==> config.mk <==
export PLATFORM = sky130hd
export DESIGN_NAME = bdp_top
export DESIGN_NICKNAME = d
export VERILOG_FILES = /design/src/rtl/bdp_pkg.sv /design/src/rtl/bdp_table.sv /design/src/rtl/bdp_lookup.sv /design/src/rtl/bdp_resolve.sv /design/src/rtl/bdp_top.sv
export SDC_FILE = /design/constraint.sdc
export NUM_CORES = 1
export LEC_CHECK = 0
export BUFFER_PORTS_ARGS = -buffer_cell sky130_fd_sc_hd__buf_2
export CAP_MARGIN = 25
export CORE_MARGIN = 3
export CORE_UTILIZATION = 35
export DETAILED_ROUTE_END_ITERATION = 7
export GPL_ROUTABILITY_DRIVEN = 0
export GPL_TIMING_DRIVEN = 1
export SKIP_LAST_GASP = 1
export SYNTH_ARGS = -nofsm -noshare
export SYNTH_HDL_FRONTEND = slang
export SYNTH_HIERARCHICAL = 1
export SYNTH_SLANG_ARGS = --single-unit
==> constraint.sdc <==
create_clock -name clk -period 1.98 [get_ports clk]
set_input_delay 0.099 -clock clk [delete_from_list [all_inputs] [get_ports clk]]
set_output_delay 0.099 -clock clk [all_outputs]
set_load 0.05 [all_outputs]
==> src/rtl/bdp_pkg.sv <==
package bdp_pkg;

  typedef logic [1:0] ctr_t;

  localparam ctr_t CTR_MAX = 2'd3;
  localparam ctr_t CTR_MIN = 2'd0;
  localparam ctr_t CTR_WEAK_T = 2'd2;
  localparam ctr_t CTR_WEAK_N = 2'd1;

  // Direction carried by a counter value
  function automatic logic ctr_dir(input ctr_t c);
    return c[1];
  endfunction

  // Value loaded when an entry is trained for the first time
  function automatic ctr_t ctr_seed(input logic taken);
    return taken ? CTR_WEAK_T : CTR_WEAK_N;
  endfunction

  // Saturating step toward the outcome
  function automatic ctr_t ctr_step(input ctr_t c, input logic taken);
    ctr_t r;
    if (taken) r = (c == CTR_MAX) ? CTR_MAX : ctr_t'(c + 2'd1);
    else       r = (c == CTR_MIN) ? CTR_MIN : ctr_t'(c - 2'd1);
    return r;
  endfunction

endpackage

==> src/rtl/bdp_table.sv <==
module bdp_table #(
  parameter int INDEX_BITS = 4,
  localparam int ENTRIES = 1 << INDEX_BITS
) (
  input  logic                    clk,
  input  logic                    rst_n,
  input  logic [INDEX_BITS-1:0]   rd_idx,
  output logic                    rd_vld,
  output bdp_pkg::ctr_t           rd_ctr,
  input  logic                    wr_en,
  input  logic [INDEX_BITS-1:0]   wr_idx,
  input  bdp_pkg::ctr_t           wr_ctr,
  output logic                    wr_old_vld,
  output bdp_pkg::ctr_t           wr_old_ctr,
  output logic [ENTRIES-1:0]      vld_vec,
  output logic [2*ENTRIES-1:0]    ctr_flat
);

  bdp_pkg::ctr_t ctr_q [ENTRIES];
  logic [ENTRIES-1:0] vld_q;

  for (genvar e = 0; e < ENTRIES; e++) begin : g_entry
    logic hit;
    assign hit = wr_en && (wr_idx == INDEX_BITS'(e));

    always_ff @(posedge clk) begin
      if (!rst_n) begin
        vld_q[e] <= 1'b0;
        ctr_q[e] <= bdp_pkg::CTR_MIN;
      end else if (hit) begin
        vld_q[e] <= 1'b1;
        ctr_q[e] <= wr_ctr;
      end
    end

    assign ctr_flat[2*e +: 2] = ctr_q[e];
  end

  assign vld_vec    = vld_q;
  assign rd_vld     = vld_q[rd_idx];
  assign rd_ctr     = ctr_q[rd_idx];
  assign wr_old_vld = vld_q[wr_idx];
  assign wr_old_ctr = ctr_q[wr_idx];

endmodule

==> src/rtl/bdp_lookup.sv <==
module bdp_lookup #(
  parameter int PC_W = 16
) (
  input  logic            req,
  input  logic [PC_W-1:0] pc,
  input  logic [PC_W-1:0] target,
  input  logic            hit_vld,
  input  bdp_pkg::ctr_t   hit_ctr,
  output logic            taken
);

  // Backward branches (loops) are guessed taken on first sight
  function automatic logic static_guess(input logic [PC_W-1:0] p,
                                        input logic [PC_W-1:0] t);
    return t < p;
  endfunction

  always_comb begin
    if (!req)         taken = 1'b0;
    else if (hit_vld) taken = bdp_pkg::ctr_dir(hit_ctr);
    else              taken = static_guess(pc, target);
  end

endmodule

==> src/rtl/bdp_resolve.sv <==
module bdp_resolve (
  input  logic          upd,
  input  logic          old_vld,
  input  bdp_pkg::ctr_t old_ctr,
  input  logic          actual,
  input  logic          guessed,
  output bdp_pkg::ctr_t new_ctr,
  output logic          wrong
);

  always_comb begin
    if (old_vld) new_ctr = bdp_pkg::ctr_step(old_ctr, actual);
    else         new_ctr = bdp_pkg::ctr_seed(actual);
  end

  assign wrong = upd && (guessed != actual);

endmodule

==> src/rtl/bdp_top.sv <==
module bdp_top #(
  parameter int PC_W       = 16,
  parameter int INDEX_BITS = 4,
  parameter int ALIGN_BITS = 2
) (
  input  logic            clk,
  input  logic            rst_n,
  input  logic            lk_valid,
  input  logic [PC_W-1:0] lk_pc,
  input  logic [PC_W-1:0] lk_target,
  output logic            lk_taken,
  input  logic            up_valid,
  input  logic [PC_W-1:0] up_pc,
  input  logic            up_taken,
  input  logic            up_pred,
  output logic            annul_o
);

  localparam int ENTRIES = 1 << INDEX_BITS;

  // Named internal events, also observed by the checker
  logic [INDEX_BITS-1:0] lk_idx;
  logic [INDEX_BITS-1:0] up_idx;
  logic                  lk_hit_vld;
  bdp_pkg::ctr_t         lk_hit_ctr;
  logic                  up_old_vld;
  bdp_pkg::ctr_t         up_old_ctr;
  bdp_pkg::ctr_t         up_new_ctr;
  logic                  up_wrong;
  logic [ENTRIES-1:0]    vld_vec;
  logic [2*ENTRIES-1:0]  ctr_flat;
  logic                  annul_q;

  assign lk_idx = lk_pc[ALIGN_BITS +: INDEX_BITS];
  assign up_idx = up_pc[ALIGN_BITS +: INDEX_BITS];

  bdp_table #(.INDEX_BITS(INDEX_BITS)) u_table (
    .clk        (clk),
    .rst_n      (rst_n),
    .rd_idx     (lk_idx),
    .rd_vld     (lk_hit_vld),
    .rd_ctr     (lk_hit_ctr),
    .wr_en      (up_valid),
    .wr_idx     (up_idx),
    .wr_ctr     (up_new_ctr),
    .wr_old_vld (up_old_vld),
    .wr_old_ctr (up_old_ctr),
    .vld_vec    (vld_vec),
    .ctr_flat   (ctr_flat)
  );

  bdp_lookup #(.PC_W(PC_W)) u_lookup (
    .req     (lk_valid),
    .pc      (lk_pc),
    .target  (lk_target),
    .hit_vld (lk_hit_vld),
    .hit_ctr (lk_hit_ctr),
    .taken   (lk_taken)
  );

  bdp_resolve u_resolve (
    .upd     (up_valid),
    .old_vld (up_old_vld),
    .old_ctr (up_old_ctr),
    .actual  (up_taken),
    .guessed (up_pred),
    .new_ctr (up_new_ctr),
    .wrong   (up_wrong)
  );

  always_ff @(posedge clk) begin
    if (!rst_n) annul_q <= 1'b0;
    else        annul_q <= up_wrong;
  end

  assign annul_o = annul_q;

endmodule

==> flow_summary.yaml <==
outcome:
  run_status: "finished, violations left"
  violations: "setup timing"
logic_synthesis:
  postSynthCellCount: 269
  syn-cell-area_um2: 2990
  avgSynthCellArea_um2: 11.1
  yosysWarnings: 6
  postSynthNetCount: 338
grt:
  gr-total-overflow: 0
  antenna_violations_before_repair: 0
  groute.usage.overall_pct: 15.3
  grt_pass1_wl_um: 11800
  grt_pass1_vias: 2361
  largest_net_degree_at_the_start_of_global_routing: 38
clock_tree:
  cts_max_level: 2
  cts.hold.buffers_added: 0
  clkSlewWorstSetupHoldPaths_ns: 0.10
  clock_root_cell: "sky130_fd_sc_hd__clkbuf_8"
  cts_sinks: 49
  cts.path.max_buffers: 2
  tritoncts.num_buffers: 5
  clkLatencyLatePin_ns: 0.31
  cts_tree: "built"
critical_path:
  required_ns: 1.88
  critical_path_sink_type: "primary output"
  worstPathBufferInverterCount: 2
  worstPathArrival_ns: 2.09
  critical_path.cell_chain: "buf_4, mux4_2, nand3_1, nand3_2, nor2_1, o211ai_1, o31ai_4, buf_6"
  crit_slowest_cell: "sky130_fd_sc_hd__mux4_2"
  critical_path.max_fanout: 2
  worst_setup_path_start_kind: "flop"
  timing.setup.critical_path_class: "reg2out"
  worst_path_dominant_cell_family: "multiplexers"
  timing.critical_path.slowest_cell_delay_ns: 0.48
power_and_ir_drop:
  ir_worst_vdd_v: 0.000302
  power_switching_share_pct: 26.9
  p_per_area_nw_per_um2: 595
  seqPwrFrac_pct: 50.1
  internal_power_of_the_cells_mw: 1.67
  p_leak_nw: 1.52
  pwr-share-clk_pct: 29.6
  switching_power_uw: 613
  combinationalPowerShare_pct: 20.3
floorplan:
  die_width_um: 98.4
  floorplan.die_area_um2: 9690
  placeable_core_region_um2: 8260
  die_height_um: 98.4
  i_o_pin_cnt: 56
  start_util_pct: 36.2
  placement_rows: 33
layout:
  num-fill-cells: 756
  nets: 409
  diodes: 0
  final_layout_size_suffix_gt1_share_pct: 44.0
  layout.area.seq_um2: 1300
  total_area_of_multi_input_combinational_cells_um2: 1720
  layout-area-overhead-vs-synth_pct: 28.1
placed_design:
  place_ws_ns: -0.450
  detailedPlacementHpwl_um: 5610
  port_buffers: 43
timing:
  worst_pin_slew_ns: 0.822
  period_share_pct: 110
  report.final.setup_viol: 33
  timing.clock.skew_ns: 0.00802
  rsz0062_at_grt: "yes"
  timing.final.max_slew_violations: 0
  finalHoldViolations: 0
  timing.fmax_ghz: 0.458
  post-route-worst-setup-slack_ns: -0.204
  worst_case_headroom_to_the_max_slew_limit_pct: 45.2
  finalWorstPathRequiredPeriod_ns: 2.18
  finalSetupTns_ns: -2.60
  hold_slack_ns: 0.170
worst_hold_path:
  hp-class: "in2reg"
job:
  maxCapViolations: 0
detailed_routing:
  drt_drc_violations_left: 0
  dr_total_vias: 2347
  dr.first_iter.drc_count: 167
  drt_wl_total_um: 7370
  drt-vias-per-instance: 5.26
  final_antenna_net_count: 0
  wl_per_cell_um: 16.5
  firstDrtPassIters: 4
==> sequential cells by signal, indices dropped and copies added, names as in the netlist <==
signal and flops:
annul_o 1, u_table/ctr_q 32, u_table/vld_vec 16
==> metal layers <==
metal	GRT usage (%)	part of all wire, %	vias up
li1	-	-	1131
met1	21.1	43	1117
met2	24.4	47	89
met3	2.83	7.1	10
met4	5.36	2.5	0
met5	0	0	-
==> power groups by stage <==
stage	Clock, mW	Combinational, mW	Sequential [mW]
2_1_floorplan	0	0.238	1.16
3_3_place_gp	0	0.384	1.16
3_5_place_dp	0	0.390	1.16
4_1_cts	0.694	0.427	1.14
5_1_grt	0.732	0.505	1.14
6_report	0.675	0.463	1.14
==> through the flow <==
step	utilization (%)	power (mW)	cells	cell area (um^2)
global placement	42.3	1.54	434	3490
finish	46.4	2.28	446	3830
global route	46.4	2.38	446	3830
CTS	44.8	2.26	443	3700
detailed placement	42.3	1.55	434	3490
floorplan	-	1.40	269	3000
==> cells in the final DEF (no fill, tap or decap), drive strengths merged, types with 8 or more instances in the layout <==
| master | instances |
|---|---|
| ha | 15 |
| edfxtp | 32 |
| nand3 | 15 |
| o21a | 18 |
| nor2 | 52 |
| inv | 18 |
| a22oi | 8 |
| mux4 | 20 |
| buf | 79 |
| o21ai | 20 |
| dfxtp | 17 |
==> tightest hold or removal path, stage by stage <==
cell and delay, ns:
sky130_fd_sc_hd__buf_2 0.12, sky130_fd_sc_hd__and2_1 0.11, sky130_fd_sc_hd__and2_1 0.11
==> layout make-up <==
cell class                 instances  share of cell area [%]
inverter                          17                    1.67
sequential                        49                    34.0
timing repair buffer              79                    13.3
tap                              105                    3.43
clock inverter                     2                   0.359
multi-input combinational        188                    44.9
clock buffer                       6                    2.45
==> worst paths after layout <==
check	depth (start not counted)	startpoint	end	slack, ns
worst max-delay path	8	u_table/vld_vec[15]	lk_taken	-0.20
worst min-delay path	3	up_valid	annul_o	0.17
worst min register to register	1	u_table/vld_vec[2]	u_table/vld_vec[2]	0.50
worst max register to register	8	u_table/ctr_q[11][1]	u_table/ctr_q[0][0]	-0.11
==> timing repair <==
item	4_1_cts	5_1_grt
setup buffers	1	3
pin swaps	14	9
endpoints found under the setup margin	33	33
resized for setup	37	26
endpoints found under the hold margin	0	0
gates cloned	0	0
(Power assumes the default switching activity.)
